--- src/rtl/lfpb_pkg.sv ---
package lfpb_pkg;

    typedef enum logic [1:0] {
        PB_IDLE    = 2'd0,
        PB_WAIT_HI = 2'd1,
        PB_WAIT_LO = 2'd2,
        PB_GAP     = 2'd3
    } pb_state_e;

endpackage

--- src/rtl/lfpb_sync.sv ---
module lfpb_sync #(
    parameter int STAGES = 2
) (
    input  logic clk,
    input  logic rst_n,
    input  logic async_i,
    output logic sync_o
);
    logic [STAGES-1:0] chain_q;
    logic [STAGES-1:0] chain_d;

    always_comb begin
        chain_d = {chain_q[STAGES-2:0], async_i};
    end

    always_ff @(posedge clk or negedge rst_n) begin
        if (!rst_n) chain_q <= '0;
        else        chain_q <= chain_d;
    end

    assign sync_o = chain_q[STAGES-1];
endmodule

--- src/rtl/lfpb_seq.sv ---
module lfpb_seq
    import lfpb_pkg::*;
#(
    parameter int DEPTH = 64,
    parameter int GAP_W = 16,
    localparam int AW    = $clog2(DEPTH),
    localparam int LEN_W = $clog2(DEPTH + 1)
) (
    input  logic             clk,
    input  logic             rst_n,
    input  logic             car_s,
    input  logic             start_i,
    input  logic             stop_i,
    input  logic             ind_en_i,
    input  logic [LEN_W-1:0] pat_len_i,
    input  logic [GAP_W-1:0] gap_len_i,
    input  logic             mem_data_i,
    output logic [AW-1:0]    mem_addr_o,
    output logic             coil_open_o,
    output logic             busy_o,
    output logic             active_o
);
    localparam logic [LEN_W-1:0] MAX_LEN = LEN_W'(DEPTH);

    typedef struct packed {
        pb_state_e        st;
        logic [LEN_W-1:0] idx;
        logic [LEN_W-1:0] len;
        logic [GAP_W-1:0] gap;
        logic [GAP_W-1:0] cnt;
        logic             coil;
        logic             ind;
        logic             rd_ok;
    } seq_t;

    seq_t q, d;
    logic [LEN_W-1:0] len_eff;
    logic [LEN_W-1:0] idx_inc;

    assign len_eff = (pat_len_i > MAX_LEN) ? MAX_LEN : pat_len_i;
    assign idx_inc = q.idx + 1'b1;

    always_comb begin
        d = q;
        unique case (q.st)
            PB_IDLE: begin
                d.coil = 1'b1;
                d.ind  = 1'b0;
                if (start_i && !stop_i && (len_eff != '0)) begin
                    d.st  = PB_WAIT_HI;
                    d.idx = '0;
                    d.len = len_eff;
                    d.gap = gap_len_i;
                    d.ind = ind_en_i;
                end
            end
            PB_WAIT_HI: begin
                if (car_s && q.rd_ok) begin
                    d.coil = mem_data_i;
                    d.st   = PB_WAIT_LO;
                end
            end
            PB_WAIT_LO: begin
                if (!car_s) begin
                    if (idx_inc == q.len) begin
                        d.idx = '0;
                        if (q.gap != '0) begin
                            d.st   = PB_GAP;
                            d.cnt  = q.gap;
                            d.coil = 1'b0;
                        end else begin
                            d.st = PB_WAIT_HI;
                        end
                    end else begin
                        d.idx = idx_inc;
                        d.st  = PB_WAIT_HI;
                    end
                end
            end
            PB_GAP: begin
                d.coil = 1'b0;
                if (q.cnt <= 1) d.st = PB_WAIT_HI;
                else            d.cnt = q.cnt - 1'b1;
            end
            default: d.st = PB_IDLE;
        endcase
        if (stop_i && (q.st != PB_IDLE)) begin
            d.st   = PB_IDLE;
            d.coil = 1'b1;
            d.ind  = 1'b0;
        end
        d.rd_ok = (d.idx == q.idx);
    end

    always_ff @(posedge clk or negedge rst_n) begin
        if (!rst_n) begin
            q       <= '0;
            q.st    <= PB_IDLE;
            q.coil  <= 1'b1;
        end else begin
            q <= d;
        end
    end

    assign mem_addr_o  = q.idx[AW-1:0];
    assign coil_open_o = q.coil;
    assign busy_o      = (q.st != PB_IDLE);
    assign active_o    = q.ind;


    gap_shorted_chk: assert property (@(posedge clk) disable iff (!rst_n)
        (q.st == PB_GAP) |-> !coil_open_o);


    stop_off_chk: assert property (@(posedge clk) disable iff (!rst_n)
        (busy_o && stop_i) |=> (!busy_o && coil_open_o && !active_o));


    addr_range_chk: assert property (@(posedge clk) disable iff (!rst_n)
        busy_o |-> (q.idx < q.len));


    advance_on_low_chk: assert property (@(posedge clk) disable iff (!rst_n)
        (($past(q.st) == PB_WAIT_LO) && (q.idx != $past(q.idx))) |-> !$past(car_s));


    coil_from_mem_chk: assert property (@(posedge clk) disable iff (!rst_n)
        (($past(q.st) == PB_WAIT_HI) && (q.st == PB_WAIT_LO)) |-> (coil_open_o == $past(mem_data_i)));


    ind_within_busy_chk: assert property (@(posedge clk) disable iff (!rst_n)
        active_o |-> busy_o);


    zero_len_chk: assert property (@(posedge clk) disable iff (!rst_n)
        (!busy_o && start_i && (pat_len_i == '0)) |=> !busy_o);
endmodule

--- src/rtl/lf_playback_engine.sv ---
module lf_playback_engine #(
    parameter int DEPTH = 64,
    parameter int GAP_W = 16,
    localparam int AW    = $clog2(DEPTH),
    localparam int LEN_W = $clog2(DEPTH + 1)
) (
    input  logic             clk,
    input  logic             rst_n,
    input  logic             carrier_in,
    input  logic             start_i,
    input  logic             stop_i,
    input  logic             ind_en_i,
    input  logic [LEN_W-1:0] pat_len_i,
    input  logic [GAP_W-1:0] gap_len_i,
    output logic [AW-1:0]    mem_addr_o,
    input  logic             mem_data_i,
    output logic             coil_open_o,
    output logic             busy_o,
    output logic             active_o
);
    logic car_s;

    lfpb_sync #(.STAGES(2)) u_sync (
        .clk     (clk),
        .rst_n   (rst_n),
        .async_i (carrier_in),
        .sync_o  (car_s)
    );

    lfpb_seq #(.DEPTH(DEPTH), .GAP_W(GAP_W)) u_seq (
        .clk         (clk),
        .rst_n       (rst_n),
        .car_s       (car_s),
        .start_i     (start_i),
        .stop_i      (stop_i),
        .ind_en_i    (ind_en_i),
        .pat_len_i   (pat_len_i),
        .gap_len_i   (gap_len_i),
        .mem_data_i  (mem_data_i),
        .mem_addr_o  (mem_addr_o),
        .coil_open_o (coil_open_o),
        .busy_o      (busy_o),
        .active_o    (active_o)
    );
endmodule

--- config.mk ---
export PLATFORM = sky130hd
export DESIGN_NAME = lf_playback_engine
export DESIGN_NICKNAME = d
export VERILOG_FILES = /design/src/rtl/lfpb_pkg.sv /design/src/rtl/lfpb_sync.sv /design/src/rtl/lfpb_seq.sv /design/src/rtl/lf_playback_engine.sv
export SDC_FILE = /design/constraint.sdc
export NUM_CORES = 1
export LEC_CHECK = 0
export BUFFER_PORTS_ARGS = -buffer_cell sky130_fd_sc_hd__buf_2
export CAP_MARGIN = 20
export CORE_MARGIN = 5
export CORE_UTILIZATION = 40
export DETAILED_ROUTE_END_ITERATION = 7
export PLACE_DENSITY = 0.71
export SYNTH_ARGS = -nofsm -noshare
export SYNTH_HDL_FRONTEND = slang
export SYNTH_SLANG_ARGS = --single-unit
--- constraint.sdc ---
create_clock -name clk -period 2.8 [get_ports clk]
set_clock_uncertainty 0.1 [all_clocks]
set_input_delay 0.42 -clock clk [delete_from_list [all_inputs] [get_ports clk]]
set_output_delay 0.42 -clock clk [all_outputs]
set_load 0.05 [all_outputs]
Word-level counts from Yosys, hierarchy flattened:

Index checks and enable logic that the tools add are counted.

* $add $sub $neg: 2
* order comparisons: 2
* equal/unequal tests: 15
* multiplexer cells: 20
* reductions and logical operators: 15

Operators with widths (count)
* $mux 17: 3
* $mux 32: 1
* $pmux 16 s2: 1
* $mux 9: 2
* $le 16x1->1 const B: 1
* $mux 16: 1
* $reduce_bool 16->1: 1
* $sub 16x1->16 const B: 1
* $ne 3x1->1 const B: 5
* $eq 7x7->1: 2
* $pmux 7 s2: 1
* $mux 2: 5
* $pmux 2 s4: 1
* $reduce_and 4->1: 2
* $add 7x1->7 const B: 1
* $gt 7x7->1 const B: 1
* $mux 7: 1
* $reduce_bool 7->1: 1
* $reduce_bool 2->1: 3
* $reduce_and 5->1: 1
* $eq 2x2->1 const B: 2
* $logic_and 1x1->1: 4
* $ne 2x1->1 const B: 2
* $ne 2x2->1 const B: 2
* 7 further kinds: 9

* register bits after elaboration: 53
* input port bits: 30
* output and inout port bits: 9
* word-level logic and storage cells: 63

Longest topological paths before layout:

* depth after elaboration: 7
* mapped depth: 9

Cells and area by module:

A second synthesis with hierarchy kept.

* cell total of the unflattened synthesis: 330
* area, all modules: 3060.4 µm²

Modules (own cells, without submodules)
* lfpb_seq: instances 1, cells an instance 328, area an instance 3010.4 µm², sequential area each 1277.5 µm²
* lfpb_sync: instances 1, cells an instance 2, area an instance 50.0 µm², sequential area each 50.0 µm²

Least setup slack after synthesis:

Ideal clock, no wire load.

* path type: reg2reg
* start: register u_seq.q (netlist bit u_seq.mem_addr_o[1])
* end: register u_seq.q[10] (netlist bit)
* setup time: 0.123 ns
* arrival time: 2.016 ns
* data required time: 2.577 ns
* setup slack: 0.562 ns
* stages on the path, launching flop included: 9
* cell sequence: dfrtp_1 -> ha_1 -> and3_4 -> a31oi_1 -> nor4_4 -> nand3_2 -> buf_6 -> buf_8 -> o221a_2

* word-level cells in the longest chain between the ends: 4

RTL lines
* start, declared: line lfpb_seq.sv:36 `seq_t q, d;`
* $add 7x1->7: line lfpb_seq.sv:41 `assign idx_inc = q.idx + 1'b1;`
* $eq 7x7->1: line lfpb_seq.sv:65 `if (idx_inc == q.len) begin`
* $ne 2x1->1 (no line)
* $reduce_and 5->1 (no line)

No other way between the ends.
A chain may end at the register's enable or synchronous reset.

Worst setup path in the final report:

* start: register u_seq.q (netlist bit u_seq.mem_addr_o[1])
* end: register u_seq.q[8] (netlist bit)

The elaborated chain is that of the path after synthesis.

==> key figures <==
Outcome
  • Status: completed

Clocking
  • Clk sink count: 53
  • Clock transition at the registers of the reported paths: roughly 0.10 ns
  • CTS Root Cell: clkbuf_8
  • Max Buffers Root-to-Sink: 2
  • Postcts setup bufs: 0
  • TritonCTS clock tree: yes
  • CTS Buf Count: 5
  • Htree depth: 2
  • Clock Latency Late Sink: roughly 0.3 ns

Setup path
  • Setup CP Type: register to register
  • Crit start category: register
  • Delay-heaviest family, CP: simple AND/OR/NAND/NOR gates
  • Worst setup EP type: register
  • FF-to-FF path depth: 8
  • Critical Path RT: 2.93 ns
  • Reg2Reg Setup Slack: 0.26 ns
  • CP Max Fanout: 8
  • Crit-path max cell delay: about 0.44 ns
  • Slowest cell on the critical path: dfrtp_1
  • Data arrival, critical path: approximately 2.7 ns
  • Reg2reg start: u_seq.mem_addr_o[1]
  • Crit-path cells: ha_1 > and3_4 > a31oi_1 > nor4_4 > nand3_2 > buf_4 > nand2_2 > mux2i_1
  • R2R Path End: u_seq.q[8]
  • WP buf/inv: 1

Flow run
  • Max_cap viols: 0

Logic synthesis
  • Count of cell types in the netlist: between 70 and 80
  • Top_reg_cell synth: dfrtp_1
  • Post-Syn Area: around 3200 um2
  • Synthesized area per cell: between 8 and 9 um2
  • Ys Warns: 0
  • FFs w/ async S/R, synth: 100%
  • Sequential element share of the synthesized area: a little over two fifths
  • Post-Synthesis Cells: between 300 and 400
  • EDFF count, synth: 0
  • Synthesis-stage register bit count: between 50 and 60
  • Mapped Nets: between 300 and 400

Floorplan
  • Die W: 98.8 um
  • Die area: roughly 10000 um2
  • Row count: 32
  • Core region area: roughly 7700 um2
  • IO Pins: 39
  • Die Ht: around 99 um
  • Initial Util: roughly 41%

Routing
  • Initial DRT Pass Iterations: 5
  • Via count: around 2,700
  • DR vias/cell: 5.56
  • Drt drc: 0
  • WL/cell: 15.7 um
  • Routed Antenna Nets: 0
  • Routed WL: 7690 um
  • 1st-iter DRT viols: about 140

Power
  • Power share of the clock group: roughly a fifth
  • Peak supply drop: 0.334 mV
  • Net Sw Power: 1220 uW
  • Final Total Pwr: between 2000 and 3000 uW
  • Comb pwr share: 38.9%
  • Sw Share: a little over two fifths
  • LEAKAGE: 0.00163 uW
  • Reg power frac: a little over two fifths
  • PwrDens: between 800 and 900 nW/um2
  • Cell internal pwr: 1710 uW

Layout
  • # nets final: around 420
  • N_diodes: 0
  • Commonest cells after routing, fill and taps aside: nand2_1, dfrtp_1, buf_2, nor2_1, o21ai_0
  • Share of post-route cells with drive strength above 1: a little over a fifth
  • Post-route cell area: between 3000 and 4000 um2
  • Most common cell after layout, fill and taps aside: nand2_1
  • Syn-to-layout area delta: 11.3%

Placed design
  • DP Area: roughly 3400 um2
  • Pre-CTS setup slack: roughly 0.29 ns
  • Post-DP HPWL: 5660 um
  • Final GP Congestion: slightly below 0.9
  • Port Buf Inserts: 38

GRT
  • Initial antenna violation count: 0
  • Vias in the first global route: about 2,700
  • Gr ovfl total: 0
  • Global-route wire length before repair: approximately 13,000 um
  • Tot GR Track Use: around 16%
  • Largest net degree at the start of global routing: 31

Timing
  • RSZ-0062 raised after global routing: false
  • Final setup viols: 0
  • Slew headroom: roughly two thirds
  • Final WS setup: about 0.26 ns
  • Min Tclk post-route: around 2.5 ns
  • Final Hold Viols: 0
  • Setup TNS: 0 ns
  • Worst Tran Pin Value: a little under 0.5 ns
  • Fmax: 394 MHz
  • Slew Limit Fails: 0
  • Final period util: 90.7%

Worst hold path
  • Worst min-delay path startpoint: carrier_in
  • Hold WC Path Type: primary input to register
  • Hold Path Cell Cnt: 1
  • Worst Hold End: u_sync.chain_q[0]
==> Yosys cell counts (all sizes together), types with 4 or more instances <==
cell     n  share of area [%]
nand2   78                9.4
dfrtp   52                 41
nor2    33                3.9
o21ai   21                3.3
buf     15                4.2
a21oi   14                2.2
nand3   12                2.1
nand2b  10                2.0
inv      9                1.1
nor4     9                2.7
clkbuf   8                1.6
and3     6                1.4
a211oi   5                1.2
a31oi    5                1.2
and4     5                1.5
mux2i    5                1.6
xnor2    5                1.4
a221oi   4                1.3
nand4    4               0.79
o221a    4                1.4
==> timing repair <==
item                                   CTS  global route
hold buffers                             1             0
endpoints found under the hold margin   15             0
resized for setup                        0             0
==> how the worst max path moves through the flow <==
stage / startpoint / end / slack [ns] / depth (start not counted)
5_1_grt: u_seq.mem_addr_o[1] / u_seq.q[4] / 0.03 / 8
6_report: u_seq.mem_addr_o[1] / u_seq.q[8] / 0.26 / 8
3_5_place_dp: u_seq.mem_addr_o[1] / u_seq.q[16] / 0.29 / 8
4_1_cts: u_seq.mem_addr_o[1] / u_seq.q[8] / 0.27 / 8
3_3_place_gp: u_seq.mem_addr_o[1] / u_seq.q[4] / 0.35 / 8
2_1_floorplan: u_seq.mem_addr_o[1] / u_seq.q[10] / 0.56 / 8
==> through the flow <==
stage               hold WS [ns]  util, %  instances
floorplan                 0.0244        -        354
global placement           0.243     44.0        482
detailed placement         0.246     44.0        482
CTS                        0.125     45.7        491
global route               0.117     45.7        491
finish                     0.128     45.7        491
==> registers in the layout, summed over array words and instances (netlist names) <==
register and count:
u_seq.q 43, u_seq.mem_addr_o 6, u_sync.chain_q 2, u_seq.active_o 1, u_seq.coil_open_o 1
==> power groups by stage <==
stage / clock network (uW) / logic (uW) / registers, uW
after floorplan: 0 / 971 / 1150
after global placement: 0 / 1100 / 1240
after detailed placement: 0 / 1120 / 1250
after CTS: 557 / 1130 / 1240
after global routing: 587 / 1270 / 1280
final: 547 / 1140 / 1250
==> cells by family after synthesis <==
group                    share of synthesized area (%)
XOR/XNOR                                          1.94
AO/OA/AOI/OAI                                     18.0
buffers and inverters                             7.33
adder cells (fa/ha/maj)                           1.19
multiplexers                                      1.59
AND/OR/NAND/NOR                                   27.8
flip-flops                                        42.1
==> final cells by class <==
type	count	area, um2
tap	102	128
sequential	53	1330
clock inverter	2	37.5
timing repair buffer	51	290
clock buffer	6	82.6
fill	785	4180
inverter	10	37.5
multi-input combinational	267	1610
==> routing by layer <==
layer  track usage [%]  up-vias  routed length, um
met2              24.8       89               3550
met3              2.62       11                379
met4              4.20        0                112
li1                  -     1323                  -
met1              22.9     1307               3650
met5                 0        -                  0
==> worst register-to-register path, cell delays in order (launching register included) <==
cell	delay (ns)
dfrtp_1	0.44
ha_1	0.32
and3_4	0.26
a31oi_1	0.13
nor4_4	0.41
nand3_2	0.21
buf_4	0.22
nand2_2	0.17
mux2i_1	0.21
Power figures use the tool's default switching activity.
